<file path="config.mk">
export PLATFORM = sky130hd
export DESIGN_NAME = frac_time_counter
export DESIGN_NICKNAME = d
export VERILOG_FILES = /design/src/rtl/ftc_pkg.sv /design/src/rtl/ftc_rate_reg.sv /design/src/rtl/ftc_next_time.sv /design/src/rtl/ftc_snapshot.sv /design/src/rtl/frac_time_counter.sv
export SDC_FILE = /design/constraint.sdc
export NUM_CORES = 1
export LEC_CHECK = 0
export BUFFER_PORTS_ARGS = -buffer_cell sky130_fd_sc_hd__buf_2
export CELL_PAD_IN_SITES_DETAIL_PLACEMENT = 0
export CELL_PAD_IN_SITES_GLOBAL_PLACEMENT = 2
export CORE_MARGIN = 8
export CORE_UTILIZATION = 38
export CTS_BUF_LIST = sky130_fd_sc_hd__clkbuf_8
export CTS_CLUSTER_DIAMETER = 60
export DETAILED_ROUTE_END_ITERATION = 10
export PLACE_DENSITY = 0.87
export SLEW_MARGIN = 20
export SYNTH_ARGS = -nofsm -noshare
export SYNTH_HDL_FRONTEND = slang
export SYNTH_SLANG_ARGS = --single-unit
export TNS_END_PERCENT = 5
</file>
<file path="constraint.sdc">
create_clock -name clk -period 11.8 [get_ports clk]
set_input_delay 1.77 -clock clk [delete_from_list [all_inputs] [get_ports clk]]
set_output_delay 1.77 -clock clk [all_outputs]
set_load 0.05 [all_outputs]
</file>
<file path="src/rtl/ftc_pkg.sv">
package ftc_pkg;
  localparam int DEF_SEC_W      = 48;
  localparam int DEF_NS_W       = 32;
  localparam int DEF_FRAC_W     = 20;
  localparam int DEF_INC_INT_W  = 6;
  localparam int DEF_NS_PER_SEC = 1_000_000_000;
  localparam int DEF_RESET_NS   = 8;
endpackage

</file>
<file path="src/rtl/ftc_rate_reg.sv">
module ftc_rate_reg #(
  parameter int INC_W    = 26,
  parameter int FRAC_W   = 20,
  parameter int RESET_NS = 8
) (
  input  logic             clk,
  input  logic             rst_n,
  input  logic             inc_we,
  input  logic [INC_W-1:0] inc_val,
  output logic [INC_W-1:0] inc_q
);
  localparam logic [INC_W-1:0] RESET_INC = INC_W'(RESET_NS) << FRAC_W;

  always_ff @(posedge clk) begin
    if (!rst_n)      inc_q <= RESET_INC;
    else if (inc_we) inc_q <= inc_val;
  end

  // without a write the period stays put
  p_rate_hold_r6: assert property (@(posedge clk) disable iff (!rst_n)
    !inc_we |=> $stable(inc_q));
endmodule

</file>
<file path="src/rtl/ftc_next_time.sv">
module ftc_next_time #(
  parameter int SEC_W      = 48,
  parameter int NS_W       = 32,
  parameter int FRAC_W     = 20,
  parameter int INC_W      = 26,
  parameter int NS_PER_SEC = 1_000_000_000
) (
  input  logic [SEC_W-1:0]  cur_sec,
  input  logic [NS_W-1:0]   cur_ns,
  input  logic [FRAC_W-1:0] cur_frac,
  input  logic [INC_W-1:0]  inc,
  input  logic              step_we,
  input  logic              step_rel,
  input  logic              step_neg,
  input  logic [SEC_W-1:0]  step_sec,
  input  logic [NS_W-1:0]   step_ns,
  output logic [SEC_W-1:0]  nxt_sec,
  output logic [NS_W-1:0]   nxt_ns,
  output logic [FRAC_W-1:0] nxt_frac,
  output logic              tick_rollover
);
  localparam int FX_W = NS_W + FRAC_W + 1;
  localparam logic [FX_W-1:0] WRAP_FX = FX_W'(NS_PER_SEC) << FRAC_W;
  localparam logic [NS_W:0]   WRAP_NS = (NS_W+1)'(NS_PER_SEC);

  // fixed-point sum of the current time and the period
  function automatic logic [FX_W-1:0] fx_sum(input logic [NS_W-1:0] ns,
                                             input logic [FRAC_W-1:0] fr,
                                             input logic [INC_W-1:0] step);
    return {1'b0, ns, fr} + FX_W'(step);
  endfunction

  // nanoseconds moved forward by d, before folding
  function automatic logic [NS_W:0] ns_fwd(input logic [NS_W-1:0] ns,
                                           input logic [NS_W-1:0] d);
    return {1'b0, ns} + {1'b0, d};
  endfunction

  // nanoseconds moved back by d, folded into range when borrow is set
  function automatic logic [NS_W:0] ns_back(input logic [NS_W-1:0] ns,
                                            input logic [NS_W-1:0] d,
                                            input logic borrow);
    return borrow ? ({1'b0, ns} + WRAP_NS - {1'b0, d}) : ({1'b0, ns} - {1'b0, d});
  endfunction

  logic [FX_W-1:0]   sum_fx, tick_fx;
  logic              tick_wrap;
  logic [NS_W:0]     fwd_raw, fwd_fold, back_fold;
  logic              rel_carry, rel_borrow;
  logic [SEC_W-1:0]  rel_sec;
  logic [NS_W-1:0]   rel_ns;

  always_comb begin
    sum_fx    = fx_sum(cur_ns, cur_frac, inc);
    tick_wrap = (sum_fx >= WRAP_FX);
    tick_fx   = tick_wrap ? (sum_fx - WRAP_FX) : sum_fx;

    fwd_raw    = ns_fwd(cur_ns, step_ns);
    rel_carry  = (fwd_raw >= WRAP_NS);
    fwd_fold   = rel_carry ? (fwd_raw - WRAP_NS) : fwd_raw;
    rel_borrow = (cur_ns < step_ns);
    back_fold  = ns_back(cur_ns, step_ns, rel_borrow);

    if (step_neg) begin
      rel_sec = cur_sec - step_sec - SEC_W'(rel_borrow);
      rel_ns  = back_fold[NS_W-1:0];
    end else begin
      rel_sec = cur_sec + step_sec + SEC_W'(rel_carry);
      rel_ns  = fwd_fold[NS_W-1:0];
    end

    tick_rollover = 1'b0;
    if (step_we && !step_rel) begin
      nxt_sec  = step_sec;
      nxt_ns   = step_ns;
      nxt_frac = '0;
    end else if (step_we) begin
      nxt_sec  = rel_sec;
      nxt_ns   = rel_ns;
      nxt_frac = cur_frac;
    end else begin
      tick_rollover = tick_wrap;
      nxt_sec  = cur_sec + SEC_W'(tick_wrap);
      nxt_ns   = tick_fx[FRAC_W +: NS_W];
      nxt_frac = tick_fx[FRAC_W-1:0];
    end
  end
endmodule

</file>
<file path="src/rtl/ftc_snapshot.sv">
module ftc_snapshot #(
  parameter int W = 100
) (
  input  logic         clk,
  input  logic         rst_n,
  input  logic         snap_req,
  input  logic [W-1:0] live,
  output logic [W-1:0] snap_q
);
  always_ff @(posedge clk) begin
    if (!rst_n)        snap_q <= '0;
    else if (snap_req) snap_q <= live;
  end

  // the holding register changes only on a capture
  p_snap_hold_r9: assert property (@(posedge clk) disable iff (!rst_n)
    !snap_req |=> $stable(snap_q));
endmodule

</file>
<file path="src/rtl/frac_time_counter.sv">
module frac_time_counter #(
  parameter int SEC_W      = ftc_pkg::DEF_SEC_W,
  parameter int NS_W       = ftc_pkg::DEF_NS_W,
  parameter int FRAC_W     = ftc_pkg::DEF_FRAC_W,
  parameter int INC_INT_W  = ftc_pkg::DEF_INC_INT_W,
  parameter int NS_PER_SEC = ftc_pkg::DEF_NS_PER_SEC,
  parameter int RESET_NS   = ftc_pkg::DEF_RESET_NS,
  localparam int INC_W     = INC_INT_W + FRAC_W
) (
  input  logic              clk,
  input  logic              rst_n,
  input  logic              inc_we,
  input  logic [INC_W-1:0]  inc_val,
  input  logic              step_we,
  input  logic              step_rel,
  input  logic              step_neg,
  input  logic [SEC_W-1:0]  step_sec,
  input  logic [NS_W-1:0]   step_ns,
  input  logic              snap_req,
  output logic [SEC_W-1:0]  time_sec,
  output logic [NS_W-1:0]   time_ns,
  output logic [FRAC_W-1:0] time_frac,
  output logic              sec_pulse,
  output logic [SEC_W-1:0]  snap_sec,
  output logic [NS_W-1:0]   snap_ns,
  output logic [FRAC_W-1:0] snap_frac
);
  localparam int TIME_W = SEC_W + NS_W + FRAC_W;
  localparam int FX_W   = NS_W + FRAC_W;

  logic [INC_W-1:0]  inc_q;
  logic [SEC_W-1:0]  nxt_sec;
  logic [NS_W-1:0]   nxt_ns;
  logic [FRAC_W-1:0] nxt_frac;
  logic              tick_rollover;
  logic [TIME_W-1:0] snap_q;

  ftc_rate_reg #(.INC_W(INC_W), .FRAC_W(FRAC_W), .RESET_NS(RESET_NS)) u_rate (
    .clk(clk), .rst_n(rst_n), .inc_we(inc_we), .inc_val(inc_val), .inc_q(inc_q));

  ftc_next_time #(.SEC_W(SEC_W), .NS_W(NS_W), .FRAC_W(FRAC_W), .INC_W(INC_W),
                  .NS_PER_SEC(NS_PER_SEC)) u_next (
    .cur_sec(time_sec), .cur_ns(time_ns), .cur_frac(time_frac), .inc(inc_q),
    .step_we(step_we), .step_rel(step_rel), .step_neg(step_neg),
    .step_sec(step_sec), .step_ns(step_ns),
    .nxt_sec(nxt_sec), .nxt_ns(nxt_ns), .nxt_frac(nxt_frac),
    .tick_rollover(tick_rollover));

  always_ff @(posedge clk) begin
    if (!rst_n) begin
      time_sec  <= '0;
      time_ns   <= '0;
      time_frac <= '0;
      sec_pulse <= 1'b0;
    end else begin
      time_sec  <= nxt_sec;
      time_ns   <= nxt_ns;
      time_frac <= nxt_frac;
      sec_pulse <= tick_rollover;
    end
  end

  ftc_snapshot #(.W(TIME_W)) u_snap (
    .clk(clk), .rst_n(rst_n), .snap_req(snap_req),
    .live({time_sec, time_ns, time_frac}), .snap_q(snap_q));

  assign {snap_sec, snap_ns, snap_frac} = snap_q;

  // nanoseconds stay below one second
  p_ns_range_r3: assert property (@(posedge clk) disable iff (!rst_n)
    time_ns < NS_W'(NS_PER_SEC));

  // a rollover bumps seconds by one, modulo the field width
  p_carry_r3: assert property (@(posedge clk) disable iff (!rst_n)
    tick_rollover |=> time_sec == $past(time_sec) + SEC_W'(1));

  // plain cycle adds exactly the period
  p_tick_r2: assert property (@(posedge clk) disable iff (!rst_n)
    (!step_we && !tick_rollover) |=>
      {time_ns, time_frac} == $past({time_ns, time_frac}) + FX_W'($past(inc_q)));

  // pulse only when seconds just advanced, never twice in a row
  p_pulse_sec_r5: assert property (@(posedge clk) disable iff (!rst_n)
    sec_pulse |-> time_sec == $past(time_sec) + SEC_W'(1));
  p_pulse_single_r5: assert property (@(posedge clk) disable iff (!rst_n)
    sec_pulse |=> !sec_pulse);

  // absolute load lands verbatim with the fraction cleared
  p_abs_step_r7: assert property (@(posedge clk) disable iff (!rst_n)
    (step_we && !step_rel && step_ns < NS_W'(NS_PER_SEC)) |=>
      (time_sec == $past(step_sec) && time_ns == $past(step_ns) && time_frac == '0));

  // an offset keeps the fraction
  p_rel_frac_r8: assert property (@(posedge clk) disable iff (!rst_n)
    (step_we && step_rel) |=> $stable(time_frac));
endmodule

</file>
* Word level (Yosys, flattened, before mapping)
Cells that the tools add are included.
Cells by class: $lt $le $gt $ge 3, mux-type cells 9, bitwise gates (word level) 1, add/sub/neg operators 12, reductions and logical operators 4
Operator list (count):
- $mux W32 | 5
- $mux W48 | 3
- $add A48 B1 Y48 | 2
- $sub A32 B32 Y32 | 2
- $add A52 B26 Y53 | 1
- $ge A53 B50 Y1 const B | 1
- $mux W52 | 1
- $sub A52 B50 Y52 const B | 1
- $add A48 B48 Y48 | 1
- $sub A48 B1 Y48 | 1
- $sub A48 B48 Y48 | 1
- $add A32 B32 Y33 | 1
- $ge A33 B30 Y1 const B | 1
- $add A32 B30 Y32 const B | 1
- $lt A32 B32 Y1 | 1
- $sub A32 B30 Y32 const B | 1
- $reduce_or A3 Y1 | 1
- $reduce_or A2 Y1 | 1
- $logic_and A1 B1 Y1 | 1
- $logic_not A1 Y1 | 1
- $not A1 Y1 | 1
Word-level totals: output and inout bits 201, logic and storage cells 35, bits in registers 227, input port bits 113

* Logic depth before layout (Yosys ltp)
Gate-level depths: netlist (run 1).
depth in word-level cells 6, mapped depth 32, gate-level depth less buffers 30

* Cells and area by module
Synthesis (run 1) repeated with hierarchy kept, for this count alone.
Unflattened totals: cell total of the unflattened synthesis 3469, area total of the unflattened synthesis 26476.6 um^2
Modules (own cells, without submodules):
- ftc_next_time | times used 1, area an instance 18864.3 um^2, sequential area each 0.0 um^2, cells an instance 2851
- ftc_snapshot | times used 1, area an instance 3841.2 um^2, sequential area each 2001.9 um^2, cells an instance 322
- frac_time_counter | times used 1, area an instance 2771.4 um^2, sequential area each 2021.9 um^2, cells an instance 213
- ftc_rate_reg | times used 1, area an instance 999.7 um^2, sequential area each 520.5 um^2, cells an instance 83

* Worst setup path after synthesis (run 1)
Ideal clock, no wire load.
path kind input-to-reg, from input port step_ns[4], to register time_sec[46], required time 11.714 ns, cell stages on the path 31, path slack 3.615 ns, setup time 0.086 ns, path buffers 3, arrival time 8.099 ns, path through inv_1 -> ha_1 -> clkbuf_1 -> a21boi_0 -> o21ai_0 -> nand3_1 -> a31oi_1 -> or2_2 -> a221o_1 -> o21ai_0 -> inv_1 -> clkbuf_1 -> buf_1 -> fa_1 -> inv_1 -> ha_1 -> or2_2 -> fa_1 -> nand2b_1 -> a21oi_1 -> o21ai_1 -> a211o_1 -> a21oi_1 -> a31oi_1 -> a211o_1 -> a2bb2oi_1 -> a221o_1 -> a221o_1 -> xnor2_1 -> o221ai_1 -> a211oi_1
On the way: word-level cells in the longest chain between the ends 6, elaborated cells on any way between the ends 8, classes of those cells add/sub (3); order compare (2); mux (3)
RTL lines:
- start, declared | RTL line frac_time_counter.sv:18 | input logic [NS_W-1:0] step_ns,
- $add A32 B32 Y33 | RTL line ftc_next_time.sv:36 | return {1'b0, ns} + {1'b0, d};
- $ge A33 B30 Y1 | RTL line ftc_next_time.sv:59 | rel_carry = (fwd_raw >= WRAP_NS);
- $add A48 B1 Y48 | RTL line ftc_next_time.sv:68 | rel_sec = cur_sec + step_sec + SEC_W'(rel_carry);
- $mux W48 (*) | RTL line ftc_next_time.sv:64 | if (step_neg) begin
- $mux W48 (*) | RTL line ftc_next_time.sv:77 | end else if (step_we) begin
- $mux W48 (*) | RTL line ftc_next_time.sv:73 | if (step_we && !step_rel) begin
- end signal, assigned | RTL line frac_time_counter.sv:56 | time_sec <= nxt_sec;
- end, declared | RTL line frac_time_counter.sv:20 | output logic [SEC_W-1:0] time_sec,
Every way passes the cells marked *; elsewhere a longest branch is shown, timed or not. A chain may end at the register's enable or synchronous reset.

* Final worst setup path (run 1)
from input port step_ns[0], to register time_sec[42]
The elaborated chain is that of the path after synthesis.

==> results of run 1 <==
-- cells in the mapped netlist, types with 67 or more instances --
| cell type | count | share of area [%] |
|---|---|---|
| nand2_1 | 219 | 3.2 |
| dfxtp_1 | 227 | 18 |
| xnor2_1 | 205 | 7.1 |
| clkbuf_1 | 101 | 1.5 |
| nand3_1 | 90 | 1.8 |
| inv_1 | 294 | 4.3 |
| nor2_1 | 374 | 5.5 |
| mux2i_1 | 154 | 6.1 |
| xor2_1 | 67 | 2.3 |
| a21oi_1 | 253 | 5.0 |
| o21ai_0 | 177 | 3.5 |
| ha_1 | 273 | 13 |
| a21o_1 | 70 | 2.1 |
-- layout by cell type (no fill, tap or decap), drive strengths merged, types with 13 or more instances in the layout --
| cell type | instances |
|---|---|
| dfxtp | 227 |
| xor2 | 67 |
| nor2 | 374 |
| a22oi | 15 |
| o211ai | 56 |
| nand2 | 219 |
| mux2i | 154 |
| o31ai | 34 |
| xnor2 | 205 |
| a21boi | 20 |
| nand2b | 41 |
| a221oi | 15 |
| buf | 343 |
| a21oi | 256 |
| ha | 273 |
| and2 | 21 |
| nor3 | 62 |
| a21o | 70 |
| inv | 308 |
| nand4 | 40 |
| o21bai | 40 |
| a211oi | 50 |
| nor2b | 40 |
| and3 | 26 |
| o221ai | 27 |
| o21ai | 190 |
| fa | 25 |
| a31oi | 33 |
| or3 | 20 |
| o21a | 25 |
| nand3 | 90 |
| nor4 | 29 |
| or4 | 13 |
| clkbuf | 57 |
-- path summary, 6_finish.rpt --
kind | to | slack (ns) | depth (start not counted)
worst max-delay path | time_sec[42] | 2.87 | 29
worst min register to register | u_snap.snap_q[1] | 0.48 | 2
worst min-delay path | u_snap.snap_q[1] | 0.48 | 2
worst max register to register | time_sec[47] | 3.68 | 26
-- flip-flops by register name, indices dropped and copies added, names as in the netlist --
signal         flops
sec_pulse          1
time_frac         20
time_sec          48
u_rate.inc_q      26
u_snap.snap_q    100
time_ns           32
-- report_power, final --
part | total (uW) | switching, uW | internal (uW)
Combinational | 2980 | 1900 | 1080
Sequential | 1010 | 163 | 846
Clock | 951 | 417 | 535
Total | 4940 | 2480 | 2460
-- stage by stage --
step	std cells	total power, uW	hold WS [ns]	utilization (%)
floorplan	3387	3180	0.4460	-
global placement	4455	3989	0.4666	41.62
detailed placement	4455	3968	0.4755	41.62
CTS	4541	4954	0.4898	43.21
global route	4545	5289	0.5056	43.23
finish	4553	4939	0.4832	43.26
-- final cells by class --
class | instances | area [um2] | area share (%)
Multi-Input combinational cell | 2715 | 19200 | 66.55
Inverter | 297 | 1120 | 3.882
Clock inverter | 29 | 274.0 | 0.9500
Timing Repair Buffer | 343 | 1803 | 6.251
Sequential cell | 227 | 4544 | 15.76
Tap cell | 873 | 1092 | 3.787
Clock buffer | 57 | 784.5 | 2.720
Antenna cell | 12 | 30.03 | 0.1041
-- metal layers --
layer / vias to the layer above / GRT usage (%) / wire length [um] / part of all wire [%]
met1: 12034 / 33.11 / 43720 / 45
met2: 760 / 40.80 / 44410 / 45
li1: 12565 / - / - / -
met3: 150 / 4.388 / 6805 / 7.0
met4: 14 / 7.149 / 2634 / 2.7
met5: - / 0 / 87 / 0.089
-- cell families (layout without fill, tap and decap cells) --
group | after synthesis | after routing | share of synthesized area (%)
simple gates | 1029 | 1029 | 19.20
compound gates | 959 | 959 | 25.21
buf+inv | 445 | 726 | 6.785
xor+xnor | 272 | 272 | 9.361
fa+ha+maj | 298 | 298 | 15.39
mux | 157 | 157 | 6.190
flops | 227 | 227 | 17.86
other cells | 0 | 12 | 0
-- worst min-delay path: stages (launching register included) --
cell,delay [ns]
dfxtp_1,0.32
mux2i_1,0.06
nor2_1,0.07
==> run metrics, run 1 <==
Net Count, Synth=3798; port bufs=313; sequential share of the synthesized area=17.86%; nets@finish=4042; worst slack, placed=2.321 ns; GRT overflow=0; DRT iter0 DRCs=1899; die area=75510 um2; total track usage=24.84%; syn_area_per_cell=7.513 um2; Max Slew Vio Count=0; EDFF count, synth=0; Hold Fails Final Rpt=0; Hold Crit Class=reg -> reg; Post-Layout Inst Area=28840 um2; Clock Path Buffers=3; via count=25523; delay-heaviest family, CP=compound AO/OA/AOI/OAI gates; drt via density=5.606; slowest cell on the critical path=o211ai_1; H-tree levels=2; f_max=111.9 MHz; most used cell, CP=fa_1; Remaining DRCs=0; hold path start=u_snap.snap_q[1]; Clock Skew=0.05923 ns; Post-Syn Instances=3387; Final GP Congestion=0.9360; postcts setup bufs=0; layout cells sized above 1=13.03%; CP max FO=6; Final Critical Period=8.934 ns; placed cell areas=27760 um2; Final WS setup=2.866 ns; Data required, critical path=12.35 ns; peak per-stage delay on the critical path=0.51 ns; RSZ-0062 raised after global routing=no; CTS clock-pin slew for the worst setup and hold paths=0.06 ns; crit share post-route=75.71%; drt first pass iters=6; DRT Wirelength=97.65 mm; Synth cell types=96; Setup-failing EPs final=0; filler cell count=7024; Sink Count=227; die width=274.8 um; top_reg_cell synth=dfxtp_1; setup TNS=0 ns; Yosys reg bits=227; initial antenna violation count=19; clock latency at the later pin of the worst-skew pair=0.65 ns; Setup CP Type=in -> reg; reg-to-reg critical path startpoint=time_frac[0]; worst rel slew slack=25.93%; WL per Instance=21.45 um; crit end category=register; vias in the first global route=24953; Worst EP arrival=9.48 ns; Synth warnings=0; Worst Path Buf+Inv=2; initial core utilization=38.16%; Detail Placement HPWL=77.51 mm; crit start category=input pin; Leak=0.01307 uW; Row Count=95; Die Y=274.8 um; post-cts sizing count=0; largest net degree at the start of global routing=86; I/O pins=314; Worst setup startpoint=step_ns[0]; clock root buffer=clkbuf_8; asr flop ratio synth=0%; first-pass GRT wire length=148.8 mm; power per cell area=171.2 nW/um2; status=finished, final reports clean; area delta synth->final=13.34%; Mapped Area=25450 um2; post-route ant nets=0; Peak VDD IR=0.09585 mV; cts hold-fix bufs=0; core area=66680 um2; Max Cap Viol=0; TritonCTS clock tree=yes; worst-margin pin slew=1.107 ns; Num CTS Buffers=47
(Power assumes the default switching activity.)
==> run 2: changes to the inputs <==
--- a/config.mk
+++ b/config.mk
@@ -9,11 +9,11 @@
 export CELL_PAD_IN_SITES_DETAIL_PLACEMENT = 0
 export CELL_PAD_IN_SITES_GLOBAL_PLACEMENT = 2
 export CORE_MARGIN = 8
-export CORE_UTILIZATION = 38
+export CORE_UTILIZATION = 32
 export CTS_BUF_LIST = sky130_fd_sc_hd__clkbuf_8
 export CTS_CLUSTER_DIAMETER = 60
 export DETAILED_ROUTE_END_ITERATION = 10
-export PLACE_DENSITY = 0.87
+export PLACE_DENSITY = 0.78
 export SLEW_MARGIN = 20
 export SYNTH_ARGS = -nofsm -noshare
 export SYNTH_HDL_FRONTEND = slang
==> constraint.sdc (replaced) <==
create_clock -name clk -period 7.85 [get_ports clk]
set_input_delay 1.1775 -clock clk [delete_from_list [all_inputs] [get_ports clk]]
set_output_delay 1.1775 -clock clk [all_outputs]
set_load 0.05 [all_outputs]
==> run metrics, run 2 (synthesized netlist as in run 1, its figures left out) <==
status=finished, final reports clean; Gate power share=62.6%; Worst EP arrival=7.78 ns; Remaining DRCs=0; port bufs=313; Hold Fails Final Rpt=0; Die Y=298 um; Final Critical Period=7.284 ns; I/O pins=314; worst-margin pin slew=0.8619 ns; Clock Skew=0.05715 ns; nets@finish=4191; R2R Setup Slk=0.57 ns; first-pass GRT wire length=159.0 mm; drt first pass iters=8; Worst setup startpoint=time_ns[2]; clock latency at the later pin of the worst-skew pair=0.68 ns; DRT iter0 DRCs=1607; crit share post-route=92.79%; f_max=137.3 MHz; power share of the clock group=19.1%; commonest non-fill, non-tap cell in the layout=nor2_1; CP max FO=8; Data required, critical path=8.34 ns; CP endpoint=time_sec[28]; commonest cells after routing, fill and taps aside=nor2_1 (372), buf_2 (309), inv_1 (301); Multi-input gate area=19200 um2; register area=4544 um2; Reg2Reg Depth=27; DRT Wirelength=104.5 mm; WL per Instance=21.42 um; biggest regs=u_snap.snap_q x100, time_sec x48, time_ns x32; Setup-failing EPs final=0; Clock Path Buffers=3; Setup CP Type=reg -> reg; Detail Placement HPWL=83.80 mm; die width=298 um; drt via density=5.355; placed cell areas=29070 um2; Num CTS Buffers=51; Reg power frac=18.3%; clock root buffer=clkbuf_8; area delta synth->final=18.88%; max reg flops=100; total power=7863 uW; CTS clock-pin slew for the worst setup and hold paths=0.07 ns; end of the worst register-to-register path=time_sec[28]; largest net degree at the start of global routing=82; Max Cap Viol=0; core area=78870 um2; worst slack, placed=-0.1172 ns; peak per-stage delay on the critical path=0.62 ns; Post-Layout Inst Area=30250 um2; Peak VDD IR=0.1246 mV; vias in the first global route=25928; TritonCTS clock tree=yes; layout cells sized above 1=16.62%; Leak=0.01383 uW; filler cell count=8497; Hold Crit Class=reg -> reg; total track usage=22.48%; Final GP Congestion=0.9456; initial core utilization=32.27%; RSZ-0062 raised after global routing=no; via count=26120; Final WS setup=0.5660 ns; cell-internal power=4009 uW; Sw Share=49.02%; H-tree levels=2; Row Count=103; crit end category=register; Fin Hold WS=0.4813 ns; Max Slew Vio Count=0; initial antenna violation count=18; reg-to-reg critical path startpoint=time_ns[2]; Sink Count=227; Biggest register=u_snap.snap_q; setup TNS=0 ns; worst rel slew slack=42.54%; power per cell area=259.9 nW/um2; slowest cell on the critical path=dfxtp_1; crit start category=register; post-route ant nets=0; NetSw=3854 uW; die area=88800 um2; GRT overflow=0
-- run 2: area by class of cell --
| class | count | share of cell area, % |
|---|---|---|
| timing repair buffer | 488 | 9.608 |
| sequential | 227 | 15.02 |
| multi-input combinational | 2715 | 63.48 |
| clock inverter | 29 | 0.8313 |
| antenna | 7 | 0.05790 |
| tap | 1050 | 4.343 |
| clock buffer | 65 | 2.957 |
| inverter | 297 | 3.702 |
-- run 2: power groups by stage --
| stage | sequential [uW] | clock [uW] | combinational, uW |
|---|---|---|---|
| global route | 1450 | 1610 | 5370 |
| floorplan | 1800 | 0 | 2980 |
| global placement | 1460 | 0 | 4900 |
| CTS | 1440 | 1570 | 4900 |
| detailed placement | 1460 | 0 | 4870 |
| finish | 1440 | 1510 | 4920 |
-- run 2: repair_timing --
item,4_1_cts,5_1_grt
buffers inserted,0,0
hold buffers,0,0
endpoints found under the setup margin,0,6
gates resized for setup,0,2
-- run 2: worst max-delay path: cells and delay by family (launching register included) --
family / cells / cell delay (ns)
XOR/XNOR: 1 / 0.09
buffers and inverters: 3 / 0.56
AO/OA/AOI/OAI: 7 / 1.60
adder cells (fa/ha/maj): 3 / 1.05
AND/OR/NAND/NOR: 13 / 3.16
flip-flops: 1 / 0.62
-- run 2: per-stage QoR --
step | util [%] | instances
5_1_grt | 38.34 | 4873
6_report | 38.36 | 4878
3_3_place_gp | 36.86 | 4777
4_1_cts | 38.31 | 4871
3_5_place_dp | 36.86 | 4777
2_1_floorplan | - | 3387
-- run 2: worst min path at each step --
stage	start	slack (ns)	cells past startpoint	end
after global routing	u_snap.snap_q[98]	0.51	2	u_snap.snap_q[98]
after floorplan	u_rate.inc_q[23]	0.45	2	u_rate.inc_q[23]
after detailed placement	u_rate.inc_q[23]	0.47	2	u_rate.inc_q[23]
after global placement	u_rate.inc_q[23]	0.46	2	u_rate.inc_q[23]
after CTS	u_rate.inc_q[23]	0.48	2	u_rate.inc_q[23]
final	u_rate.inc_q[23]	0.48	2	u_rate.inc_q[23]
-- run 2: layer usage --
layer	wire length, um	vias to the layer above	GRT usage, %
met2	48160	705	37.64
met1	47350	12412	29.38
li1	-	12856	-
met3	6200	139	4.264
met4	2744	8	5.965
met5	56	-	0
==> run 3: changes to the inputs <==
--- a/config.mk
+++ b/config.mk
@@ -5,15 +5,16 @@
 export SDC_FILE = /design/constraint.sdc
 export NUM_CORES = 1
 export LEC_CHECK = 0
+export ABC_AREA = 1
 export BUFFER_PORTS_ARGS = -buffer_cell sky130_fd_sc_hd__buf_2
 export CELL_PAD_IN_SITES_DETAIL_PLACEMENT = 0
 export CELL_PAD_IN_SITES_GLOBAL_PLACEMENT = 2
 export CORE_MARGIN = 8
-export CORE_UTILIZATION = 32
+export CORE_UTILIZATION = 29
 export CTS_BUF_LIST = sky130_fd_sc_hd__clkbuf_8
 export CTS_CLUSTER_DIAMETER = 60
 export DETAILED_ROUTE_END_ITERATION = 10
-export PLACE_DENSITY = 0.78
+export PLACE_DENSITY = 0.77
 export SLEW_MARGIN = 20
 export SYNTH_ARGS = -nofsm -noshare
 export SYNTH_HDL_FRONTEND = slang
==> run metrics, run 3 <==
status=finished, final reports clean; Post-Layout Inst Area=33590 um2; top_reg_cell synth=dfxtp_1; Fin Hold WS=0.4908 ns; asr flop ratio synth=0%; drt via density=5.098; TritonCTS clock tree=yes; Biggest register=u_snap.snap_q; Post-Syn Instances=5102; WL per Instance=22.10 um; Clock Skew=0.03066 ns; Synth warnings=0; setup TNS=0 ns; total power=6914 uW; commonest non-fill, non-tap cell in the layout=nand2_1; placed cell areas=32440 um2; crit start category=register; post-route ant nets=0; max reg flops=100; Worst setup startpoint=time_frac[0]; count leader, synth=nand2_1; syn_area_per_cell=5.780 um2; die area=112200 um2; Synth top cells by count=nand2_1 (1147), inv_1 (873), nor2_1 (549), a21oi_1 (502), o21ai_0 (399); layout cells sized above 1=11.42%; H-tree levels=2; postcts setup bufs=0; reg-to-reg critical path startpoint=time_frac[0]; Die Y=334.9 um; Worst EP arrival=7.43 ns; Row Count=117; DRT iter0 DRCs=2589; Setup-failing EPs final=0; peak per-stage delay on the critical path=0.68 ns; Leak=0.01726 uW; Hold Fails Final Rpt=0; Max Cap Viol=0; sequential share of the synthesized area=15.41%; Detail Placement HPWL=125.2 mm; Clock Path Buffers=3; largest net degree at the start of global routing=111; GRT overflow=0; core area=101300 um2; CP max FO=4; EDFF count, synth=0; crit end category=register; Hold Crit Class=reg -> reg; Peak VDD IR=0.1254 mV; Remaining DRCs=0; post-cts sizing count=0; initial core utilization=29.11%; first-pass GRT wire length=218.9 mm; port bufs=313; clock latency at the later pin of the worst-skew pair=0.70 ns; slowest cell on the critical path=nor3_1; area delta synth->final=13.91%; Num CTS Buffers=51; Synth cell types=63; worst-margin pin slew=0.9502 ns; die width=334.9 um; hold path start=u_snap.snap_q[0]; crit share post-route=87.07%; Max Slew Vio Count=0; largest cells by area after synthesis=dfxtp_1 (15%), nand2_1 (15%), ha_1 (12%); clock root buffer=clkbuf_8; nets@finish=5792; biggest regs=u_snap.snap_q x100, time_sec x48, time_ns x32; Final GP Congestion=0.9613; Mapped Area=29490 um2; cell taking the most area after synthesis=dfxtp_1; commonest cells after routing, fill and taps aside=nand2_1 (1147), inv_1 (883), nor2_1 (546); power per cell area=205.8 nW/um2; initial antenna violation count=15; DRT Wirelength=150.2 mm; total track usage=25.56%; Yosys top cell area share=15.41%; worst rel slew slack=36.07%; Setup CP Type=reg -> reg; Data required, critical path=8.45 ns; cts hold-fix bufs=0; via count=34641; CTS clock-pin slew for the worst setup and hold paths=0.06 ns; Yosys reg bits=227; RSZ-0062 raised after global routing=no; I/O pins=314; Sink Count=227; Net Count, Synth=5513; drt first pass iters=6; f_max=146.3 MHz; Final Critical Period=6.835 ns; vias in the first global route=33401
run 3: changes by cell type in the layout (fill, tap and decap cells not counted), moves of 41 or more:
cell      previous run  this run
a21o_1              70        11
a21oi_1            253       502
buf_4              177        41
inv_1              301       883
mux2i_1            154         0
nand2_1            218      1147
nand2_2              1        55
nand2b_1            41         0
nand3_1             90       318
nor2_1             372       546
o21ai_0            176       399
xnor2_1            205        21
run 3: routing by layer:
metal	wire, um	up-vias	share of wire [%]	global-route usage (%)
met3	8762	205	5.8	3.849
met2	69060	1084	46	42.52
met4	4834	10	3.2	7.761
li1	-	17100	-	-
met1	67430	16242	45	33.94
met5	67	-	0.045	0
run 3: worst paths after layout:
path              cells after the start  slack (ns)                to
setup / recovery                     29        1.02      time_sec[47]
hold / removal                        2        0.49  u_snap.snap_q[0]
setup reg to reg                     29        1.02      time_sec[47]
hold reg to reg                       2        0.49  u_snap.snap_q[0]
run 3: logic make-up after synthesis:
logic type / after synthesis / synth area share (%)
AND/OR/NAND/NOR: 2324 / 33.84
buffers and inverters: 1043 / 13.87
XOR/XNOR: 101 / 3.000
adder cells (fa/ha/maj): 298 / 13.28
AO/OA/AOI/OAI: 1109 / 20.59
flip-flops: 227 / 15.41
run 3: report_power, final:
group          switching (uW)  internal (uW)
Clock                     664            848
Sequential                146           1260
Combinational            2890           1100
run 3: area by class of cell:
type,instances,area (um2)
clock inverter,30,289.0
fill,11818,67710
multi-input combinational,3832,20870
timing repair buffer,352,1877
tap,1368,1712
antenna,8,20.02
clock buffer,61,839.6
sequential,227,4544
inverter,917,3445
run 3: worst max-delay path: cells and delay by family, from the launching register on:
kind | cells | cell delay (ns)
AOI/OAI and AO/OA | 2 | 0.31
xor gates and xnor gates | 1 | 0.18
adders and majority gates | 3 | 0.85
buffers and inverters | 3 | 0.28
DFF | 1 | 0.39
and+or+nand+nor | 20 | 4.67
run 3: metrics by stage:
step,worst slack (ns),utilization (%),instances
finish,1.015,33.16,6795
global route,0.6030,33.15,6790
CTS,0.9913,33.14,6787
global placement,0.8099,32.03,6696
floorplan,2.090,-,5102
detailed placement,0.7636,32.03,6696
